**config.mk**
```make
export PLATFORM = sky130hd
export DESIGN_NAME = enc64_ctl_blk_enc
export DESIGN_NICKNAME = d
export VERILOG_FILES = /design/src/rtl/enc64_pkg.sv /design/src/rtl/enc64_lane_map.sv /design/src/rtl/enc64_kind.sv /design/src/rtl/enc64_pack.sv /design/src/rtl/enc64_ctl_blk_enc.sv
export SDC_FILE = /design/constraint.sdc
export NUM_CORES = 1
export LEC_CHECK = 0
export BUFFER_PORTS_ARGS = -buffer_cell sky130_fd_sc_hd__buf_2
export CAP_MARGIN = 0
export CORE_MARGIN = 1.5
export CORE_UTILIZATION = 42
export CTS_CLUSTER_DIAMETER = 40
export DETAILED_ROUTE_END_ITERATION = 8
export HOLD_SLACK_MARGIN = 0.08
export MAX_ROUTING_LAYER = met4
export PLACE_DENSITY = 0.67
export SYNTH_ARGS = -nofsm -noshare
export SYNTH_HDL_FRONTEND = slang
export SYNTH_SLANG_ARGS = --single-unit
```
**constraint.sdc**
```tcl
create_clock -name clk -period 1 [get_ports clk]
set_input_delay 0.2 -clock clk [delete_from_list [all_inputs] [get_ports clk]]
set_output_delay 0.2 -clock clk [all_outputs]
set_load 0.01 [all_outputs]
```
**src/rtl/enc64_pkg.sv**
```systemverilog
package enc64_pkg;
  localparam int LANES = 8;
  localparam int CHW   = 8;
  localparam int CODEW = 7;
  localparam int HDRW  = 2;
  localparam int BLKW  = HDRW + LANES * CHW;

  localparam logic [CHW-1:0]   TYPE_ALLCTL = 8'h1E;
  localparam logic [CODEW-1:0] CODE_ERR    = 7'h1E;

  typedef enum logic [1:0] {
    KIND_DATA  = 2'd0,
    KIND_CTL   = 2'd1,
    KIND_MIXED = 2'd2
  } blk_kind_e;

  // Character to 7-bit line code; unknown characters give the error code.
  function automatic logic [CODEW-1:0] ctl_code(input logic [CHW-1:0] ch);
    case (ch)
      8'h07:   ctl_code = 7'h00;
      8'hFE:   ctl_code = 7'h1E;
      8'h1C:   ctl_code = 7'h2D;
      8'h3C:   ctl_code = 7'h33;
      8'h7C:   ctl_code = 7'h4B;
      8'hBC:   ctl_code = 7'h55;
      8'hDC:   ctl_code = 7'h66;
      8'hF7:   ctl_code = 7'h78;
      default: ctl_code = CODE_ERR;
    endcase
  endfunction

  function automatic logic ctl_known(input logic [CHW-1:0] ch);
    case (ch)
      8'h07, 8'hFE, 8'h1C, 8'h3C, 8'h7C, 8'hBC, 8'hDC, 8'hF7: ctl_known = 1'b1;
      default: ctl_known = 1'b0;
    endcase
  endfunction
endpackage

```
**src/rtl/enc64_lane_map.sv**
```systemverilog
module enc64_lane_map
  import enc64_pkg::*;
#(
  parameter int NL = LANES
) (
  input  logic [NL*CHW-1:0]   chars_i,
  output logic [NL*CODEW-1:0] codes_o,
  output logic [NL-1:0]       known_o
);
  for (genvar j = 0; j < NL; j++) begin : g_lane
    assign codes_o[j*CODEW +: CODEW] = ctl_code(chars_i[j*CHW +: CHW]);
    assign known_o[j]                = ctl_known(chars_i[j*CHW +: CHW]);
  end
endmodule

```
**src/rtl/enc64_kind.sv**
```systemverilog
module enc64_kind
  import enc64_pkg::*;
#(
  parameter int NL = LANES
) (
  input  logic [NL-1:0] ctl_i,
  output blk_kind_e     kind_o,
  output logic          all_data_o,
  output logic          all_ctl_o,
  output logic          mixed_o
);
  assign all_data_o = (ctl_i == '0);
  assign all_ctl_o  = (ctl_i == '1);
  assign mixed_o    = !all_data_o && !all_ctl_o;

  always_comb begin
    if (all_data_o)     kind_o = KIND_DATA;
    else if (all_ctl_o) kind_o = KIND_CTL;
    else                kind_o = KIND_MIXED;
  end
endmodule

```
**src/rtl/enc64_pack.sv**
```systemverilog
module enc64_pack
  import enc64_pkg::*;
#(
  parameter int NL = LANES
) (
  input  blk_kind_e           kind_i,
  input  logic [NL*CHW-1:0]   data_i,
  input  logic [NL*CODEW-1:0] codes_i,
  output logic [BLKW-1:0]     blk_o
);
  localparam int CODE_BASE = HDRW + CHW;

  logic [BLKW-1:0] data_blk;
  logic [BLKW-1:0] ctl_blk;
  logic [BLKW-1:0] err_blk;

  // Data block: header 0 then 1 on the line, bytes LSB first, lane 0 first.
  assign data_blk[0] = 1'b0;
  assign data_blk[1] = 1'b1;
  assign data_blk[BLKW-1:HDRW] = data_i;

  // Control block: header 1 then 0, type byte LSB first, 7-bit codes LSB first.
  assign ctl_blk[0] = 1'b1;
  assign ctl_blk[1] = 1'b0;
  assign ctl_blk[HDRW +: CHW] = TYPE_ALLCTL;
  assign err_blk[0] = 1'b1;
  assign err_blk[1] = 1'b0;
  assign err_blk[HDRW +: CHW] = TYPE_ALLCTL;

  for (genvar j = 0; j < NL; j++) begin : g_fld
    assign ctl_blk[CODE_BASE + j*CODEW +: CODEW] = codes_i[j*CODEW +: CODEW];
    assign err_blk[CODE_BASE + j*CODEW +: CODEW] = CODE_ERR;
  end

  always_comb begin
    case (kind_i)
      KIND_DATA: blk_o = data_blk;
      KIND_CTL:  blk_o = ctl_blk;
      default:   blk_o = err_blk;
    endcase
  end
endmodule

```
**src/rtl/enc64_ctl_blk_enc.sv**
```systemverilog
module enc64_ctl_blk_enc
  import enc64_pkg::*;
(
  input  logic                  clk,
  input  logic                  rst_n,
  input  logic                  vld_i,
  input  logic [LANES*CHW-1:0]  data_i,
  input  logic [LANES-1:0]      ctl_i,
  output logic                  vld_o,
  output logic [BLKW-1:0]       blk_o
);
  logic [LANES*CODEW-1:0] codes;
  logic [LANES-1:0]       known;
  blk_kind_e              kind;
  logic                   all_data_w;
  logic                   all_ctl_w;
  logic                   mixed_w;
  logic [BLKW-1:0]        blk_nxt;

  enc64_lane_map #(.NL(LANES)) u_map (
    .chars_i (data_i),
    .codes_o (codes),
    .known_o (known)
  );

  enc64_kind #(.NL(LANES)) u_kind (
    .ctl_i      (ctl_i),
    .kind_o     (kind),
    .all_data_o (all_data_w),
    .all_ctl_o  (all_ctl_w),
    .mixed_o    (mixed_w)
  );

  enc64_pack #(.NL(LANES)) u_pack (
    .kind_i  (kind),
    .data_i  (data_i),
    .codes_i (codes),
    .blk_o   (blk_nxt)
  );

  always_ff @(posedge clk or negedge rst_n) begin
    if (!rst_n) begin
      vld_o <= 1'b0;
      blk_o <= '0;
    end else begin
      vld_o <= vld_i;
      if (vld_i) blk_o <= blk_nxt;
    end
  end


  vld_follow_chk: assert property (@(posedge clk) disable iff (!rst_n)
    vld_i |=> vld_o);

  vld_drop_chk: assert property (@(posedge clk) disable iff (!rst_n)
    !vld_i |=> !vld_o);

  idle_hold_chk: assert property (@(posedge clk) disable iff (!rst_n)
    !vld_i |=> $stable(blk_o));

  hdr_legal_chk: assert property (@(posedge clk) disable iff (!rst_n)
    vld_o |-> (blk_o[0] != blk_o[1]));

  data_pass_chk: assert property (@(posedge clk) disable iff (!rst_n)
    (vld_i && all_data_w) |=> (blk_o[BLKW-1:HDRW] == $past(data_i) && blk_o[1:0] == 2'b10));

  ctl_type_chk: assert property (@(posedge clk) disable iff (!rst_n)
    (vld_i && all_ctl_w) |=> (blk_o[1:0] == 2'b01 && blk_o[HDRW +: CHW] == TYPE_ALLCTL));

  mixed_err_chk: assert property (@(posedge clk) disable iff (!rst_n)
    (vld_i && mixed_w) |=> (blk_o[BLKW-1:HDRW+CHW] == {LANES{CODE_ERR}} && blk_o[1:0] == 2'b01));

  known_lane_chk: assert property (@(posedge clk) disable iff (!rst_n)
    (vld_i && all_ctl_w && known[0] && data_i[7:0] == 8'h07) |=> (blk_o[16:10] == 7'h00));
endmodule

```
Yosys cells after proc, flatten, opt, wreduce, memory -nomap -nowiden:

Index checks and enable logic that the tools add are counted.

* output and inout port bits: 67
* register bits after elaboration: 67
* word-level logic and storage cells: 73
* bits of input ports: 75

* reduce and logical (&&, ||, !) cells: 2
* muxes and demuxes: 11
* eq/ne operators: 58

Operator list (count)
* $pmux W7 S7: 8
* $eq A8 B8 Y1 const B: 25
* $pmux W66 S2: 1
* $eq A8 B3 Y1 const B: 8
* $eq A8 B5 Y1 const B: 8
* $eq A8 B6 Y1 const B: 8
* $eq A8 B7 Y1 const B: 8
* $logic_not A8 Y1: 1
* $mux W2: 2
* $eq A2 B1 Y1 const B: 1
* $logic_not A2 Y1: 1

Depth between registers and ports, before layout:

Gate-level depths: netlist of the first run.

* depth after elaboration: 5
* mapped depth: 7
* depth with buffers taken out: 5

By module:

From an unflattened synthesis of the first run, not the netlist that was laid out.

* cells, all modules: 640
* area total of the unflattened synthesis: 5890.6 sq um

By module, submodules not included
* enc64_ctl_blk_enc: seq. area each 1676.6 sq um, cells each 140, instances 1, area each 2636.3 sq um
* enc64_lane_map: seq. area each 0.0 sq um, cells each 352, instances 1, area each 2184.6 sq um
* enc64_pack: seq. area each 0.0 sq um, cells each 139, instances 1, area each 1013.5 sq um
* enc64_kind: seq. area each 0.0 sq um, cells each 9, instances 1, area each 56.3 sq um

Worst setup path after synthesis of the first run:

Ideal clock, no wire load.

* path type: in2reg
* start: input port data_i[16]
* end: register blk_o[26]
* stages: 5
* data arrival time: 1.337 ns
* required time: 0.853 ns
* setup time: 0.147 ns
* slack: -0.484 ns
* path buffers: 0
* cells stage by stage: or3b_4 or3_1 a21oi_1 o21a_2 a221oi_1

* word-level cells in the longest chain between the ends: 3
* elaborated cells between the ends (all ways): 9
* those cells by class: eq/ne (7); mux (2)

Ends and longest elaborated chain
* from (decl): line enc64_ctl_blk_enc.sv:7 `input logic [LANES*CHW-1:0] data_i,`
* $eq A8 B8 Y1, or another cell as far along
* $pmux W7 S7 *: line enc64_pkg.sv:19 `case (ch)`
* $pmux W66 S2 *: line enc64_pack.sv:36 `case (kind_i)`
* to (signal assigned): line enc64_ctl_blk_enc.sv:47 `if (vld_i) blk_o <= blk_nxt;`
* to (decl): line enc64_ctl_blk_enc.sv:10 `output logic [BLKW-1:0] blk_o`

Mark *: on every way between the ends. The rest lies on a longest branch, timed or not.
A chain may end at the register's enable or synchronous reset.

Worst setup path after layout of the first run:

* start: input port data_i[48]
* end: register blk_o[58]

Same word-level chain as after synthesis.

==> flow_metrics.tcl, run 1 <==
set metrics [dict create \
    outcome "finished, violations left" \
    violations "negative setup slack" \
    cp.depth 6 \
    r2r-start "blk_o[44]" \
    clkPwrFrac_pct 40.3 \
    ys_ff_latch 67 \
    syn_inst 603 \
    crit_path_end_kind "flip-flop" \
    fin_crit_sh_pct 131.5 \
    r2r_end "blk_o[44]" \
    drive_above_1_share_pct 61.67 \
    first_pass_iters 8 \
    cp.required_ns 1.31 \
    path_buf_inv 1 \
    synth_top_cell_area_share_pct 34.82 \
    switching_power_w 0.002469 \
    clock.fmax_ghz 0.7605 \
    tns_ns -13.68 \
    power_density_mw_per_mm2 881.9 \
    crit_path_max_incr_delay_ns 0.40 \
    grt_max_degree 35 \
    synth_edf_count 0 \
    synth_area_leaders "dfrtp_1 35%, a21oi_1 6.5%, nand2_1 4.5%" \
    final_common_cell "buf_4" \
    p_seq_share_pct 34.2 \
    antenna_cells 0 \
    worstMarginPinSlew_ns 0.4736 \
    hold_viol 0 \
    dieArea_mm2 0.01211 \
    crit_type "input port to flip-flop" \
    crit_path_start_kind "input port" \
    cts-root-buf "clkbuf_16" \
    port-buffer-count 141 \
    rsz0062_at_grt "true" \
    drcViolationCount 0 \
    r2r_slack_ns -0.04 \
    syn_to_final_growth_pct 93.61 \
    yosysUniqueCellTypes 67 \
    hp-class "input port to flip-flop" \
    grt_overflow_total 0 \
    ir_drop_mv 0.8918 \
    crit_slowest_cell "nand4bb_2" \
    slew_viol_final 0 \
    async_flop_share_pct 100.0 \
    drt_wl_total_um 24790 \
    critPathMaxFanout 5 \
    intPower_w 0.005751 \
    grt_pass1_wl_um 32020 \
    ys_seq_area_share_pct 34.82 \
    grt_pass1_vias 6487 \
    ys.flop_type "dfrtp_1" \
    clkTransAtPathRegs_ns 0.06 \
    fp-row-count 38 \
    h-tree-depth 3 \
    postPlaceCellArea_mm2 0.007122 \
    pin_count 142 \
    synth.avg_cell_area_um2 7.984 \
    initial_core_util_pct 43.65 \
    setup_ws_ns -0.3149 \
    viasPerCell 6.352 \
    setup_viol 123 \
    core_mm2 0.01103 \
    cts_buffer_depth 2 \
    worst_skew_pair.late_latency_ns 0.37 \
    power_frac_comb_pct 25.5 \
    die_width_um 110.1 \
    wl_per_cell_um 22.11 \
    final_cell_mix "241 x buf_4, 99 x buf_2, 67 x dfrtp_1" \
    antenna_found_initial 0 \
    hpwl_um 13390 \
    grt_use_total_pct 35.77 \
    drv_cap 0 \
    final_antenna_net_count 0 \
    syn-cell-area_mm2 0.004815 \
    die_h_um 110.1 \
    clock_skew_ns 0 \
    crit_path_cell_trace "buf_6 -> nand4bb_2 -> mux2i_1 -> nand2_1 -> a311oi_2 -> a211o_1" \
    power.leakage_nw 4.081 \
    clock_sinks 67 \
    p_sw_share_pct 30.03 \
    place_congestion 0.9375 \
    synth_top_cell_by_area "dfrtp_1" \
    worstSetupStartpoint "data_i[48]" \
    slew_headroom_pct 68.33 \
    synth_warnings 0 \
    r2r_cells 2 \
    worstPathArrival_ns 1.62 \
    cp_top_family "simple AND/OR/NAND/NOR gates" \
    vias 7121 \
    fillerInstances 566 \
    initialDrtViolationCount 926 \
    cts_tree "built" \
    stdcell_area_mm2 0.009321 \
    synth_fp_nets 678 \
    numCtsBuffers 9 \
    setup.worst_path.end "blk_o[58]" \
    fin_crit_ns 1.315 \
    layout.nets 1051 \
]
## what timing repair did
action | in CTS | in global routing
setup endpoints to repair | 124 | 133
hold buffers | 1 | 0
resized for setup | 154 | 124
gates cloned | 3 | 0
endpoints found under the hold margin | 67 | 0
pin swaps | 82 | 46
buffers inserted | 49 | 37
## Yosys cell counts, drive strengths merged, types with 7 or more instances
master and instances:
o22ai 25, clkbuf 40, inv 8, and2 7, a21oi 63, xor2 8, nand3 25, o21a 7
nand4b 8, buf 18, nand2 58, o21ai 30, a221oi 7, o2bb2ai 7, a31oi 15, a21boi 8
nand4 10, dfrtp 67, nor4 7, and3 9, nor2 59, nor3 12, mux2i 19
## power by group through the flow
stage	Combinational, W	Clock [W]	Sequential [W]
floorplan	0.000630	0	0.00287
global placement	0.00153	0	0.00285
detailed placement	0.00157	0	0.00285
CTS	0.00181	0.00325	0.00280
global route	0.00221	0.00345	0.00281
finish	0.00210	0.00331	0.00281
## worst min path at each step
stage               startpoint   endpoint  slack, ns  depth (start not counted)
floorplan                rst_n   blk_o[0]       -0.1                          0
global placement         rst_n  blk_o[47]       0.06                          1
detailed placement       rst_n  blk_o[48]       0.07                          1
CTS                  data_i[0]   blk_o[2]       0.13                          3
global route         data_i[0]   blk_o[2]       0.12                          3
finish               data_i[0]   blk_o[2]       0.14                          3
## per-layer routing
| metal | vias up | part of all wire, % | wire length (µm) | track usage, % |
|---|---|---|---|---|
| li1 | 3032 | - | - | - |
| met1 | 3364 | 35 | 8715 | 42.02 |
| met2 | 535 | 48 | 11890 | 59.09 |
| met3 | 190 | 9.8 | 2433 | 5.820 |
| met4 | 0 | 7.0 | 1742 | 18.46 |
| met5 | - | 0 | 0 | - |
## sequential cells by signal, indices dropped and copies added, names as in the netlist
| register | flops |
|---|---|
| vld_o | 1 |
| blk_o | 66 |
## per-stage QoR
step	cells	hold slack, ns	utilization (%)	total power (W)	setup slack (ns)
global placement	1016	0.06412	64.56	0.004382	-0.6400
detailed placement	1016	0.06978	64.56	0.004420	-0.6645
floorplan	603	-0.09559	-	0.003503	-0.3877
global route	1121	0.1205	84.51	0.008466	-0.3678
CTS	1084	0.1314	77.11	0.007862	-0.1954
finish	1121	0.1378	84.51	0.008220	-0.3149
## cells by family (layout without fill, tap and decap cells)
group / Yosys count / count (layout) / share of synthesized area [%]
compound gates: 212 / 212 / 28.61
mux: 20 / 20 / 4.184
buf+inv: 66 / 444 / 5.509
xor+xnor: 9 / 9 / 1.637
flops: 67 / 67 / 34.82
simple gates: 229 / 229 / 25.23
## cell type report
class	count	area (µm²)	area share [%]
Clock inverter	5	52.55	0.5638
Inverter	8	30.03	0.3221
Timing Repair Buffer	420	3324	35.66
Clock buffer	11	242.7	2.604
Multi-Input combinational cell	470	3820	40.98
Sequential cell	67	1677	17.99
Tap cell	140	175.2	1.879
## tightest hold or removal path, stage by stage
cell and delay (ns):
buf_2 0.13, nand2_1 0.07, o2bb2ai_1 0.06
(Power assumes the default switching activity.)
==> run 2: changes to the inputs <==
--- a/config.mk
+++ b/config.mk
@@ -8,12 +8,13 @@
 export BUFFER_PORTS_ARGS = -buffer_cell sky130_fd_sc_hd__buf_2
 export CAP_MARGIN = 0
 export CORE_MARGIN = 1.5
-export CORE_UTILIZATION = 42
+export CORE_UTILIZATION = 53
 export CTS_CLUSTER_DIAMETER = 40
 export DETAILED_ROUTE_END_ITERATION = 8
 export HOLD_SLACK_MARGIN = 0.08
 export MAX_ROUTING_LAYER = met4
-export PLACE_DENSITY = 0.67
+export PLACE_DENSITY = 0.77
 export SYNTH_ARGS = -nofsm -noshare
 export SYNTH_HDL_FRONTEND = slang
+export SYNTH_HIERARCHICAL = 1
 export SYNTH_SLANG_ARGS = --single-unit
==> run 2 against run 1 <==
The flow still finishes with violations (negative setup slack). Count of clock-buffer cells in the layout unchanged. Setup slack got worse by 0.35 ns. Sequential cell count unchanged. Critical path type unchanged. Via count decreased by 7.1%. Clock skew is the same. Worst hold slack improved by 0.074 ns. Core utilization is 2.0 points higher. Final cell count shrank 5.7%.
==> flow_metrics.tcl, run 2 <==
set metrics [dict create \
    outcome "finished, violations left" \
    violations "negative setup slack" \
    clkTransAtPathRegs_ns 0.08 \
    hold_path_end "blk_o[5]" \
    final_util_pct 86.55 \
    fin_crit_ns 1.668 \
    critPathMaxFanout 4 \
    tns_ns -39.23 \
    final_antenna_net_count 0 \
    crit_path_start_kind "input port" \
    ir_drop_mv 0.5635 \
    wl_per_cell_um 21.98 \
    drive_above_1_share_pct 55.81 \
    dieArea_mm2 0.01122 \
    power.leakage_nw 3.997 \
    whs_path_depth 3 \
    clock.fmax_ghz 0.5996 \
    slew_headroom_pct 69.29 \
    clock_sinks 67 \
    cp.required_ns 1.24 \
    slew_viol_final 0 \
    stdcell_area_mm2 0.008935 \
    numCtsBuffers 9 \
    setup_ws_ns -0.6677 \
    h-tree-depth 3 \
    worstMarginPinSlew_ns 0.4573 \
    core_mm2 0.01032 \
    worstPathArrival_ns 1.91 \
    worst_skew_pair.late_latency_ns 0.35 \
    rsz0062_at_grt "true" \
    grt_max_degree 68 \
    hold_slack_ns 0.2115 \
    die_h_um 105.9 \
    cts-root-buf "clkbuf_8" \
    power_density_mw_per_mm2 785.3 \
    initial_core_util_pct 54.38 \
    fin_crit_sh_pct 166.8 \
    crit_path_end_kind "flip-flop" \
    grt_pass1_wl_um 32100 \
    antenna_cells 0 \
    multi_input_area_mm2 0.003915 \
    cts_tree "built" \
    first_pass_iters 8 \
    hp-class "input port to flip-flop" \
    holdCritStartpoint "data_i[3]" \
    vias 6614 \
    grt_pass1_vias 6249 \
    fp-row-count 37 \
    worstSetupStartpoint "data_i[0]" \
    hpwl_um 11720 \
    synth_warnings 6 \
    largest_register_ffs 66 \
    die_width_um 105.9 \
    hold_viol 0 \
    postPlaceCellArea_mm2 0.007346 \
    syn_inst 595 \
    grt_use_total_pct 37.06 \
    antenna_found_initial 0 \
    drcViolationCount 0 \
    r2r-start "blk_o[12]" \
    regArea_mm2 0.001677 \
    place_congestion 0.9301 \
    drt_wl_total_um 23240 \
    r2r_end "blk_o[12]" \
    clock_skew_ns 0 \
    synth_fp_nets 670 \
    syn_to_final_growth_pct 59.15 \
    final_common_cell "buf_4" \
    final_cell_mix "183 x buf_4, 110 x buf_2, 67 x dfrtp_1" \
    syn-cell-area_mm2 0.005614 \
    layout.nets 991 \
    top_register "blk_o" \
    cts_buffer_depth 2 \
    synth.avg_cell_area_um2 9.436 \
    pin_count 142 \
    r2r_slack_ns -0.05 \
    drv_cap 0 \
    r2r_cells 3 \
    reg_top3 "blk_o x66, vld_o x1" \
    setup_viol 133 \
    viasPerCell 6.257 \
    grt_overflow_total 0 \
    fillerInstances 469 \
    port-buffer-count 141 \
    initialDrtViolationCount 645 \
    crit_type "input port to flip-flop" \
]
==> run 2: timing repair <==
item | CTS | global route
endpoints found under the hold margin | 67 | 0
endpoints found under the setup margin | 133 | 133
gates resized for setup | 104 | 64
hold buffers | 1 | 0
cloned | 6 | 0
pin swaps | 28 | 17
buffers inserted | 46 | 34
==> run 2: area by class of cell <==
type / count / area share (%)
clock buffers: 11 / 1.470
well taps: 136 / 1.904
multi-input cells: 463 / 43.82
clock inverters: 5 / 0.8682
repair buffers: 366 / 32.80
inverters: 9 / 0.3781
flip-flops and latches: 67 / 18.76
==> run 2: worst max-delay path, cell delays in order <==
cell	delay [ns]
buf_6	0.10
nand4b_1	0.18
buf_6	0.16
nor4_4	0.42
nor4_2	0.12
nand2b_1	0.17
a211o_1	0.30
mux2_4	0.25
==> run 2: worst max-delay path by stage <==
stage	end	slack (ns)
after floorplan	blk_o[5]	-0.88
after global placement	blk_o[27]	-0.89
after detailed placement	blk_o[62]	-0.96
after CTS	blk_o[14]	-0.48
after global routing	blk_o[12]	-0.69
final	blk_o[12]	-0.67
==> run 2: routing by layer <==
layer	vias to the layer above	GRT usage, %	routed length [µm]
met5	-	-	0
met4	0	10.91	1500
met3	166	5.518	2304
met2	498	64.38	10850
met1	3128	44.74	8588
li1	2822	-	-
==> run 2: stage by stage <==
| stage | cells | power, W | setup slack (ns) |
|---|---|---|---|
| global route | 1057 | 0.007212 | -0.6930 |
| detailed placement | 960 | 0.004121 | -0.9620 |
| floorplan | 595 | 0.003419 | -0.8758 |
| finish | 1057 | 0.007017 | -0.6677 |
| global placement | 960 | 0.004078 | -0.8856 |
| CTS | 1029 | 0.006725 | -0.4825 |
==> run 2: power breakdown <==
group | total, W | internal, W | switching (W)
registers | 0.00273 | 0.00272 | 0.00000943
logic | 0.00168 | 0.000811 | 0.000865
clock network | 0.00261 | 0.00140 | 0.00121
